**config.mk**
```make
export PLATFORM = sky130hd
export DESIGN_NAME = ecp_rev_rx
export DESIGN_NICKNAME = d
export VERILOG_FILES = /design/src/rtl/ecp_rev_pkg.sv /design/src/rtl/ecp_pin_sync.sv /design/src/rtl/ecp_tick_timer.sv /design/src/rtl/ecp_byte_sort.sv /design/src/rtl/ecp_run_store.sv /design/src/rtl/ecp_rev_rx.sv
export SDC_FILE = /design/constraint.sdc
export NUM_CORES = 1
export LEC_CHECK = 0
export CORE_ASPECT_RATIO = 1.25
export CORE_MARGIN = 2
export CORE_UTILIZATION = 35
export CTS_CLUSTER_DIAMETER = 40
export DETAILED_ROUTE_END_ITERATION = 8
export SLEW_MARGIN = 15
export SYNTH_ARGS = -nofsm -noshare
export SYNTH_HDL_FRONTEND = slang
export SYNTH_HIERARCHICAL = 1
export SYNTH_SLANG_ARGS = --single-unit
```
**constraint.sdc**
```tcl
create_clock -name clk_i -period 4.9 [get_ports clk_i]
set_input_delay 0.49 -clock clk_i [delete_from_list [all_inputs] [get_ports clk_i]]
set_output_delay 0.49 -clock clk_i [all_outputs]
set_load 0.005 [all_outputs]
```
**src/rtl/ecp_rev_pkg.sv**
```systemverilog
package ecp_rev_pkg;
  localparam int unsigned BYTE_W = 8;
  localparam int unsigned RUN_W  = 7;

  typedef enum logic [2:0] {
    ST_IDLE,
    ST_TURN_SETUP,
    ST_TURN_WAIT,
    ST_CHECK,
    ST_EMIT,
    ST_WAIT_STB,
    ST_DELIVER,
    ST_ACK
  } rx_state_e;

  typedef struct packed {
    logic             is_data;
    logic             is_run;
    logic [RUN_W-1:0] run_len;
  } byte_class_t;
endpackage

```
**src/rtl/ecp_pin_sync.sv**
```systemverilog
module ecp_pin_sync #(
  parameter int unsigned     W       = 3,
  parameter int unsigned     STAGES  = 2,
  parameter logic [W-1:0]    RST_VAL = '0
) (
  input  logic         clk_i,
  input  logic         rst_ni,
  input  logic [W-1:0] d_i,
  output logic [W-1:0] q_o
);
  logic [W-1:0] stg_q [STAGES];

  for (genvar s = 0; s < STAGES; s++) begin : g_stg
    if (s == 0) begin : g_first
      always_ff @(posedge clk_i or negedge rst_ni)
        if (!rst_ni) stg_q[s] <= RST_VAL;
        else         stg_q[s] <= d_i;
    end else begin : g_rest
      always_ff @(posedge clk_i or negedge rst_ni)
        if (!rst_ni) stg_q[s] <= RST_VAL;
        else         stg_q[s] <= stg_q[s-1];
    end
  end

  assign q_o = stg_q[STAGES-1];
endmodule

```
**src/rtl/ecp_tick_timer.sv**
```systemverilog
module ecp_tick_timer #(
  parameter int unsigned CNT_W = 12
) (
  input  logic             clk_i,
  input  logic             rst_ni,
  input  logic             clr_i,
  input  logic             tick_i,
  input  logic [CNT_W-1:0] limit_i,
  output logic             expired_o
);
  logic [CNT_W-1:0] cnt_q;
  logic [CNT_W:0]   cnt_nxt;

  assign cnt_nxt   = {1'b0, cnt_q} + 1'b1;
  assign expired_o = tick_i && (cnt_nxt >= {1'b0, limit_i});

  always_ff @(posedge clk_i or negedge rst_ni)
    if (!rst_ni)                       cnt_q <= '0;
    else if (clr_i)                    cnt_q <= '0;
    else if (tick_i && (cnt_q != '1))  cnt_q <= cnt_nxt[CNT_W-1:0];
endmodule

```
**src/rtl/ecp_byte_sort.sv**
```systemverilog
module ecp_byte_sort
  import ecp_rev_pkg::*;
(
  input  logic [BYTE_W-1:0] data_i,
  input  logic              flag_i,
  output byte_class_t       cls_o
);
  always_comb begin
    cls_o.is_data = flag_i;
    cls_o.is_run  = !flag_i && !data_i[BYTE_W-1];
    cls_o.run_len = data_i[RUN_W-1:0];
  end
endmodule

```
**src/rtl/ecp_run_store.sv**
```systemverilog
module ecp_run_store
  import ecp_rev_pkg::*;
(
  input  logic              clk_i,
  input  logic              rst_ni,
  input  logic              clr_i,
  input  logic              cmd_ld_i,
  input  logic [RUN_W-1:0]  cmd_len_i,
  input  logic              data_ld_i,
  input  logic [BYTE_W-1:0] data_i,
  input  logic              dec_i,
  output logic [RUN_W-1:0]  run_cnt_o,
  output logic              pend_o,
  output logic [BYTE_W-1:0] rep_byte_o
);
  logic [RUN_W-1:0]  run_q;
  logic              pend_q;
  logic [BYTE_W-1:0] rep_q;

  always_ff @(posedge clk_i or negedge rst_ni)
    if (!rst_ni) begin
      run_q  <= '0;
      pend_q <= 1'b0;
      rep_q  <= '0;
    end else if (clr_i) begin
      run_q  <= '0;
      pend_q <= 1'b0;
      rep_q  <= '0;
    end else begin
      if (cmd_ld_i) begin
        run_q  <= cmd_len_i;
        pend_q <= 1'b1;
      end else if (data_ld_i && pend_q) begin
        rep_q  <= data_i;
        pend_q <= 1'b0;
      end
      if (dec_i && (run_q != '0)) run_q <= run_q - 1'b1;
    end

  assign run_cnt_o  = run_q;
  assign pend_o     = pend_q;
  assign rep_byte_o = rep_q;
endmodule

```
**src/rtl/ecp_rev_rx.sv**
```systemverilog
module ecp_rev_rx
  import ecp_rev_pkg::*;
#(
  parameter int unsigned LEN_W       = 16,
  parameter int unsigned SETUP_TICKS = 1,
  parameter int unsigned RESP_TICKS  = 6,
  parameter int unsigned IDLE_TICKS  = 2000,
  parameter int unsigned SYNC_STAGES = 2
) (
  input  logic              clk_i,
  input  logic              rst_ni,
  input  logic              tick_i,
  input  logic              start_i,
  input  logic [LEN_W-1:0]  req_len_i,
  input  logic              term_i,
  input  logic [7:0]        per_data_i,
  input  logic              per_strobe_ni,
  input  logic              per_flag_i,
  input  logic              per_rdy_ni,
  output logic              host_ack_o,
  output logic              rev_req_no,
  output logic              dir_rev_o,
  output logic              out_valid_o,
  output logic [7:0]        out_data_o,
  input  logic              out_ready_i,
  output logic              done_o,
  output logic              timeout_o,
  output logic [LEN_W-1:0]  xfer_cnt_o
);
  localparam int unsigned MAX_A = (SETUP_TICKS > RESP_TICKS) ? SETUP_TICKS : RESP_TICKS;
  localparam int unsigned MAX_T = (MAX_A > IDLE_TICKS) ? MAX_A : IDLE_TICKS;
  localparam int unsigned TMR_W = $clog2(MAX_T + 1);

  // synchronized peripheral lines: {strobe_n, flag, rdy_n}
  logic [2:0] pins_s;
  logic       stb_ns, flag_s, rdy_ns;

  ecp_pin_sync #(.W(3), .STAGES(SYNC_STAGES), .RST_VAL(3'b101)) u_sync (
    .clk_i, .rst_ni,
    .d_i ({per_strobe_ni, per_flag_i, per_rdy_ni}),
    .q_o (pins_s)
  );
  assign {stb_ns, flag_s, rdy_ns} = pins_s;

  rx_state_e state_q, state_d;
  logic              dir_q, ack_q, rev_req_nq, done_q, tmo_q;
  logic [LEN_W-1:0]  remain_q, xfer_q;
  logic [BYTE_W-1:0] cap_q;

  logic              finish, fin_tmo, take, cap_en, raise_af, lower_af;
  logic              turn_start, init_low, term_fwd, load_req;
  logic              tmr_exp;
  logic [TMR_W-1:0]  tmr_limit;
  byte_class_t       cls;
  logic [RUN_W-1:0]  run_cnt;
  logic              run_pend;
  logic [BYTE_W-1:0] rep_byte;

  ecp_byte_sort u_sort (
    .data_i (per_data_i),
    .flag_i (flag_s),
    .cls_o  (cls)
  );

  ecp_run_store u_run (
    .clk_i, .rst_ni,
    .clr_i      (term_fwd),
    .cmd_ld_i   (cap_en && cls.is_run),
    .cmd_len_i  (cls.run_len),
    .data_ld_i  (cap_en && cls.is_data),
    .data_i     (per_data_i),
    .dec_i      (take && (state_q == ST_EMIT)),
    .run_cnt_o  (run_cnt),
    .pend_o     (run_pend),
    .rep_byte_o (rep_byte)
  );

  always_comb begin
    unique case (state_q)
      ST_TURN_SETUP: tmr_limit = TMR_W'(SETUP_TICKS);
      ST_WAIT_STB:   tmr_limit = TMR_W'(IDLE_TICKS);
      default:       tmr_limit = TMR_W'(RESP_TICKS);
    endcase
  end

  ecp_tick_timer #(.CNT_W(TMR_W)) u_tmr (
    .clk_i, .rst_ni,
    .clr_i     (state_d != state_q),
    .tick_i    (tick_i),
    .limit_i   (tmr_limit),
    .expired_o (tmr_exp)
  );

  always_comb begin
    state_d    = state_q;
    finish     = 1'b0;
    fin_tmo    = 1'b0;
    take       = 1'b0;
    cap_en     = 1'b0;
    raise_af   = 1'b0;
    lower_af   = 1'b0;
    turn_start = 1'b0;
    init_low   = 1'b0;
    term_fwd   = 1'b0;
    load_req   = 1'b0;
    unique case (state_q)
      ST_IDLE: begin
        if (term_i) term_fwd = 1'b1;
        else if (start_i) begin
          load_req = 1'b1;
          if (dir_q) state_d = ST_CHECK;
          else begin
            turn_start = 1'b1;
            state_d    = ST_TURN_SETUP;
          end
        end
      end
      ST_TURN_SETUP: begin
        if (tmr_exp) begin
          init_low = 1'b1;
          state_d  = ST_TURN_WAIT;
        end
      end
      ST_TURN_WAIT: begin
        if (!rdy_ns) state_d = ST_CHECK;
        else if (tmr_exp) begin
          finish  = 1'b1;
          fin_tmo = 1'b1;
        end
      end
      ST_CHECK: begin
        if (remain_q == '0) finish = 1'b1;
        else if ((run_cnt != '0) && !run_pend) state_d = ST_EMIT;
        else state_d = ST_WAIT_STB;
      end
      ST_EMIT: begin
        if (out_ready_i) begin
          take    = 1'b1;
          state_d = ((remain_q > LEN_W'(1)) && (run_cnt > RUN_W'(1))) ? ST_EMIT : ST_CHECK;
        end
      end
      ST_WAIT_STB: begin
        if (!stb_ns) begin
          cap_en = 1'b1;
          if (cls.is_data) state_d = ST_DELIVER;
          else begin
            raise_af = 1'b1;
            state_d  = ST_ACK;
          end
        end else if (tmr_exp) finish = 1'b1;
      end
      ST_DELIVER: begin
        if (out_ready_i) begin
          take     = 1'b1;
          raise_af = 1'b1;
          state_d  = ST_ACK;
        end
      end
      ST_ACK: begin
        if (stb_ns) begin
          lower_af = 1'b1;
          state_d  = ST_CHECK;
        end else if (tmr_exp) begin
          lower_af = 1'b1;
          finish   = 1'b1;
          fin_tmo  = 1'b1;
        end
      end
      default: state_d = ST_IDLE;
    endcase
    if (finish) state_d = ST_IDLE;
  end

  always_ff @(posedge clk_i or negedge rst_ni)
    if (!rst_ni) begin
      state_q    <= ST_IDLE;
      dir_q      <= 1'b0;
      ack_q      <= 1'b1;
      rev_req_nq <= 1'b1;
      remain_q   <= '0;
      xfer_q     <= '0;
      cap_q      <= '0;
      done_q     <= 1'b0;
      tmo_q      <= 1'b0;
    end else begin
      state_q <= state_d;
      done_q  <= finish;
      if (finish) tmo_q <= fin_tmo;
      if (term_fwd) begin
        dir_q      <= 1'b0;
        ack_q      <= 1'b1;
        rev_req_nq <= 1'b1;
      end
      if (load_req) begin
        remain_q <= req_len_i;
        xfer_q   <= '0;
      end
      if (turn_start) begin
        dir_q <= 1'b1;
        ack_q <= 1'b0;
      end
      if (init_low) rev_req_nq <= 1'b0;
      if (cap_en && cls.is_data) cap_q <= per_data_i;
      if (take) begin
        remain_q <= remain_q - 1'b1;
        xfer_q   <= xfer_q + 1'b1;
      end
      if (raise_af) ack_q <= 1'b1;
      if (lower_af) ack_q <= 1'b0;
    end

  assign host_ack_o  = ack_q;
  assign rev_req_no  = rev_req_nq;
  assign dir_rev_o   = dir_q;
  assign out_valid_o = (state_q == ST_EMIT) || (state_q == ST_DELIVER);
  assign out_data_o  = (state_q == ST_EMIT) ? rep_byte : cap_q;
  assign done_o      = done_q;
  assign timeout_o   = tmo_q;
  assign xfer_cnt_o  = xfer_q;
endmodule

```
==> impl_metrics.ini, run 1 <==
[clock_network]
cts_setup_buffers = 0
clk_latency_ns = 0.33
cts_tree = done
htree_levels = 3
hold_buffers = 0
cts_sinks = 81
cts_buffers = 9
cts_resized = 0
clockBufferDepth = 2
root_buffer = clkbuf_16
clkTransAtPathRegs_ns = 0.06

[sta]
setup_violations = 0
hold_violations = 0
clock.fmax_ghz = 0.221
fin_crit_sh = 0.924
final.min_clock_period_ns = 4.53
rsz0062_at_grt = false
drv_slew = 0
clock-skew-final_ns = 0.00495
whs_ns = 0.189
worst_pin_slew_ns = 0.765
tns_ns = 0
slew-limit-headroom = 0.487

[detailed_routing]
drt_first_pass_iters = 4
drc_errors = 0
drt_iter0_markers = 228
route.vias.total = 3997
drt-total-wl_um = 11600
viasPerCell = 5.42
antenna_left = 0
wl_per_cell_um = 15.8

[yosys]
yosysMostFrequentCell = dfrtp_1
synth.area.top_cells = dfrtp_1 (38%), ha_1 (4.4%), mux2_2 (3.9%), nand2_1 (3.8%), mux2i_1 (3.5%)
seq_area_frac_synth = 0.417
yosysWarningCount = 6
ys_ff_latch = 81
yosysTopAreaCellShare = 0.385
synth_commonest_cells = dfrtp_1 (75), nand2_1 (50), nor2_1 (43)
yosysTopAreaCell = dfrtp_1
syn_area_per_cell_um2 = 9.47
ys.flop_type = dfrtp_1
synth_edf_count = 0
postSynth.asyncResetShare = 1.00
syn_area_um2 = 4880
synth_cells = 515
netlist-cell-type-count = 73

[setup_path]
cp_cell_sequence = nand4_2 > or3_1 > nor2_1 > xor2_1 > ha_1 > and3_1 > a221oi_1 > o211ai_1 > a21o_1 > nor3_1 > o21ai_0 > o311ai_1 > or4b_2 > o2111ai_1 > inv_1 > o221a_2
rr_worst_depth = 16
critPathMaxFanout = 9
slowest_delay_ns = 0.62
r2r_end = u_tmr/cnt_q[5]$_DFFE_PN0P_
cp_data_required_time_ns = 5.12
critical-path-top-delay-family = simple AND/OR/NAND/NOR gates
worstReg2RegStart = u_tmr/cnt_q[2]$_DFFE_PN0P_
crit_buf_inv = 1
crit_path_end_kind = flop
crit_arrival_ns = 4.75
crit_path_top_delay_cell = or4b_2
critPathLaunchType = flop
ff2ff_setup_slack_ns = 0.37
crit_type = flop to flop

[pwr]
leakagePower_uw = 0.00247
comb_power_share = 0.403
p_sw_uw = 1050
seqPwrFrac = 0.363
clkPwrFrac = 0.234
switching_share = 0.365
p_int_uw = 1830
ir_drop_mv = 0.217
powerDensity_nw_per_um2 = 495

[final_layout]
nNetsFinal = 607
antenna_cells = 0
syn_to_final_growth_pct = 19.4
n_fill_cell = 1356
drive_above_1_share = 0.117

[global_route]
grtUsageMet1 = 0.203
antenna_found_initial = 0
track_usage = 0.168
grt-busiest-layer = met2
grt_pass1_wl_um = 19800
gr-usage-met2 = 0.287
grt-ovfl-total = 0
grt_pass1_vias = 4113
grt_use_met3 = 0.0407
grt_start_max_net_pins = 82

[floorplan]
initial_utilization = 0.356
boundaryPins = 63
die_x_um = 110
die_h_um = 136
dieArea_um2 = 14900
fp.coreArea_um2 = 13700
num_rows = 48

[worst_hold_path]
hold_class = input pin to asynchronous set/reset pin

[place]
numPortBuffers = 62
gp_congestion = 0.849
dp_hpwl_um = 8290

[job]
max_cap_viol_count = 0

[status]
status = finished clean
[logic make-up after synthesis]
group,after synthesis,share of synthesized area
buffers and inverters,66,0.0708
flip-flops,81,0.417
adder cells (fa/ha/maj),17,0.0436
other,1,0.000769
AO/OA/AOI/OAI,116,0.170
multiplexers,34,0.0741
XOR/XNOR,16,0.0287
AND/OR/NAND/NOR,184,0.195
[through the flow]
stage	utilization	instance area [µm²]	total power (µW)	std cells	worst slack, ns
after floorplan	-	4880	1850	516	0.863
after global placement	0.403	5520	2180	721	0.567
after detailed placement	0.403	5520	2210	721	0.447
after CTS	0.425	5820	2920	737	0.419
after global routing	0.426	5830	3100	737	0.0634
final	0.426	5830	2880	737	0.370
[power groups by stage]
stage               sequential, µW  clock (µW)  combinational, µW
finish                        1050         675               1160
floorplan                     1000           0                843
detailed placement            1050           0               1160
global placement              1050           0               1130
CTS                           1040         700               1170
global route                  1080         724               1300
[worst max-delay path by stage]
stage | start | to | slack, ns | cells after the start
6_report | u_tmr/cnt_q[2]$_DFFE_PN0P_ | u_tmr/cnt_q[5]$_DFFE_PN0P_ | 0.37 | 16
5_1_grt | state_q[2]$_DFF_PN0_ | u_tmr/cnt_q[4]$_DFFE_PN0P_ | 0.06 | 15
4_1_cts | u_tmr/cnt_q[2]$_DFFE_PN0P_ | u_tmr/cnt_q[5]$_DFFE_PN0P_ | 0.42 | 16
3_5_place_dp | u_tmr/cnt_q[2]$_DFFE_PN0P_ | u_tmr/cnt_q[5]$_DFFE_PN0P_ | 0.45 | 16
3_3_place_gp | u_tmr/cnt_q[2]$_DFFE_PN0P_ | u_tmr/cnt_q[4]$_DFFE_PN0P_ | 0.57 | 16
2_1_floorplan | u_tmr/cnt_q[2]$_DFFE_PN0P_ | u_tmr/cnt_q[5]$_DFFE_PN0P_ | 0.86 | 19
[area by class of cell]
class,count,area [µm²],area share
multi-input cells,369,2510,0.430
flip-flops and latches,81,2030,0.349
repair buffers,67,659,0.113
clock buffers,11,243,0.0417
well taps,175,219,0.0376
inverters,29,109,0.0187
clock inverters,5,55.1,0.00945
[cell usage in the layout, fill, tap and decap left out, types with 3 or more instances in the layout]
master	netlist	layout
nor2_1	43	43
and2_1	4	4
mux2i_1	17	17
o31ai_1	7	6
buf_4	14	5
or3_1	7	7
nand2b_1	10	10
a221oi_1	5	5
o311ai_0	4	4
and3_1	5	5
dfstp_2	6	6
a21o_1	3	3
a311oi_1	4	4
xor2_1	10	10
a21oi_1	19	19
dfrtp_1	75	75
inv_1	29	29
o221a_2	4	4
nand3_1	22	22
mux2_2	17	17
o21ai_0	24	24
a31oi_1	7	7
o211ai_1	9	9
clkbuf_16	0	9
xnor2_1	6	6
nor4_1	5	5
clkdlybuf4s50_1	0	61
nand2_1	50	50
nor2b_1	4	4
nor3_1	9	9
ha_1	17	17
a211oi_1	5	5
nand4_1	4	4
[layer usage]
layer	vias to the layer above	part of all wire
met3	12	0.046
met2	91	0.51
met5	-	0
li1	1922	-
met4	0	0.015
met1	1972	0.43
[registers in the layout, summed over array words and instances (netlist names)]
register          flops
cap_q                 8
u_run/pend_o          1
timeout_o             1
u_tmr/cnt_q          11
host_ack_o            1
u_run/rep_byte_o      8
rev_req_no            1
u_run/run_cnt_o       7
u_sync/stg_q          3
state_q               3
dir_rev_o             1
done_o                1
remain_q             16
u_sync/q_o            3
xfer_cnt_o           16
Power figures use the tool's default switching activity.
==> inputs of run 2 (changes only) <==
--- a/config.mk
+++ b/config.mk
@@ -7,9 +7,10 @@
 export LEC_CHECK = 0
 export CORE_ASPECT_RATIO = 1.25
 export CORE_MARGIN = 2
-export CORE_UTILIZATION = 35
+export CORE_UTILIZATION = 50
 export CTS_CLUSTER_DIAMETER = 40
 export DETAILED_ROUTE_END_ITERATION = 8
+export PLACE_DENSITY = 0.77
 export SLEW_MARGIN = 15
 export SYNTH_ARGS = -nofsm -noshare
 export SYNTH_HDL_FRONTEND = slang
==> impl_metrics.ini, run 2 (same netlist as run 1, synthesis figures left out) <==
[pwr]
comb_power_share = 0.395
leakagePower_uw = 0.00247
ir_drop_mv = 0.257
p_int_uw = 1870
power_uw = 2930
powerDensity_nw_per_um2 = 509
switching_share = 0.363
clkPwrFrac = 0.244
seqPwrFrac = 0.361
p_sw_uw = 1070

[place]
dpl-instance-area_um2 = 5450
numPortBuffers = 62
gp_congestion = 0.839
dpl_worst_slack_ns = 0.447
dp_hpwl_um = 7920

[clock_network]
htree_levels = 3
hold_buffers = 0
cts_buffers = 9
clkTransAtPathRegs_ns = 0.06
cts_resized = 0
cts_setup_buffers = 0
clockBufferDepth = 2
clk_latency_ns = 0.34
cts_tree = done
cts_sinks = 81
root_buffer = clkbuf_16

[final_layout]
drive_above_1_share = 0.114
syn_to_final_growth_pct = 18.3
nNetsFinal = 606
final_cell_mix = dfrtp_1 (75), clkdlybuf4s50_1 (61), nand2_1 (50), nor2_1 (43), inv_1 (29)
design_area_um2 = 5770
final_common_cell = dfrtp_1
antenna_cells = 0

[setup_path]
cp_data_required_time_ns = 5.13
critPathMaxFanout = 9
crit_type = flop to flop
crit_path_end_kind = flop
crit_arrival_ns = 4.75
critPathLaunchType = flop

[floorplan]
num_rows = 40
initial_utilization = 0.510
die_x_um = 92.4
dieArea_um2 = 10600
boundaryPins = 63
die_h_um = 114
fp.coreArea_um2 = 9560

[sta]
worst_pin_slew_ns = 1.04
tns_ns = 0
rsz0062_at_grt = false
final.min_clock_period_ns = 4.52
setup_slack_ns = 0.377
slew-limit-headroom = 0.305
setup_violations = 0
drv_slew = 0
hold_violations = 0
clock.fmax_ghz = 0.221
clock-skew-final_ns = 0.00717
fin_crit_sh = 0.923

[global_route]
grt_start_max_net_pins = 82
grt_pass1_vias = 4015
grt_pass1_wl_um = 19000
antenna_found_initial = 0
grt-ovfl-total = 0
track_usage = 0.225

[detailed_routing]
drt_iter0_markers = 324
drt-total-wl_um = 11300
drc_errors = 0
antenna_left = 0
route.vias.total = 4074
wl_per_cell_um = 16.4
drt_first_pass_iters = 5
viasPerCell = 5.93

[job]
max_cap_viol_count = 0

[status]
status = finished clean

[worst_hold_path]
hold_class = input pin to asynchronous set/reset pin
-- run 2: changes by cell type in the layout (fill, tap and decap cells not counted) --
| cell | delta |
|---|---|
| clkbuf_8 | -1 |
| clkbuf_1 | +1 |
| bufinv_16 | +1 |
| buf_6 | -1 |
| clkinv_2 | -1 |
-- run 2: per-stage QoR --
stage                     utilization  hold WS (ns)  std cells
after floorplan                     -         0.194        516
after global placement          0.570         0.337        671
after detailed placement        0.570         0.348        671
after CTS                       0.603         0.355        687
after global routing            0.604         0.365        687
final                           0.604         0.315        687
-- run 2: layer usage --
metal	up-vias	global-route usage	share of wire	wire length (µm)
li1	1927	-	-	-
met1	2001	0.267	0.41	4610
met2	123	0.388	0.51	5820
met3	23	0.0520	0.050	567
met4	0	0.0975	0.027	300
met5	-	0	0	0
-- run 2: final timing paths --
check / from / endpoint / slack (ns) / cells after the start
setup / recovery: u_tmr/cnt_q[2]$_DFFE_PN0P_ / u_tmr/cnt_q[5]$_DFFE_PN0P_ / 0.38 / 16
hold reg to reg: u_sync/stg_q[4]$_DFF_PN0_ / u_sync/q_o[1]$_DFF_PN0_ / 0.35 / 0
max in group asynchronous: rst_ni / state_q[0]$_DFF_PN0_ / 3.89 / 1
hold / removal: rst_ni / cap_q[2]$_DFFE_PN0P_ / 0.31 / 1
min in group clk_i: u_sync/stg_q[4]$_DFF_PN0_ / u_sync/q_o[1]$_DFF_PN0_ / 0.35 / 0
setup reg to reg: u_tmr/cnt_q[2]$_DFFE_PN0P_ / u_tmr/cnt_q[5]$_DFFE_PN0P_ / 0.38 / 16
-- run 2: worst max-delay path: stages, from the launching register on --
cell and delay (ns):
dfrtp_1 0.46, nand4_2 0.19, or3_1 0.51, nor2_1 0.17
xor2_1 0.16, ha_1 0.25, and3_1 0.22, a221oi_1 0.27
o211ai_1 0.13, a21o_1 0.25, nor3_1 0.18, o21ai_0 0.12
o311ai_1 0.16, or4b_2 0.61, o2111ai_1 0.35, inv_1 0.19
o221a_2 0.17
-- run 2: area by class of cell --
| cell class | instances | area [µm²] |
|---|---|---|
| Timing Repair Buffer | 66 | 648 |
| Clock inverter | 5 | 80.1 |
| Multi-Input combinational cell | 369 | 2510 |
| Sequential cell | 81 | 2030 |
| Inverter | 29 | 109 |
| Tap cell | 126 | 158 |
| Clock buffer | 11 | 233 |
| Fill cell | 802 | 3790 |
-- run 2: power by group through the flow --
| stage | sequential [µW] | combinational, µW | clock [µW] |
|---|---|---|---|
| after floorplan | 1000 | 843 | 0 |
| after global placement | 1050 | 1110 | 0 |
| after detailed placement | 1060 | 1150 | 0 |
| after CTS | 1060 | 1160 | 723 |
| after global routing | 1090 | 1290 | 757 |
| final | 1060 | 1160 | 715 |
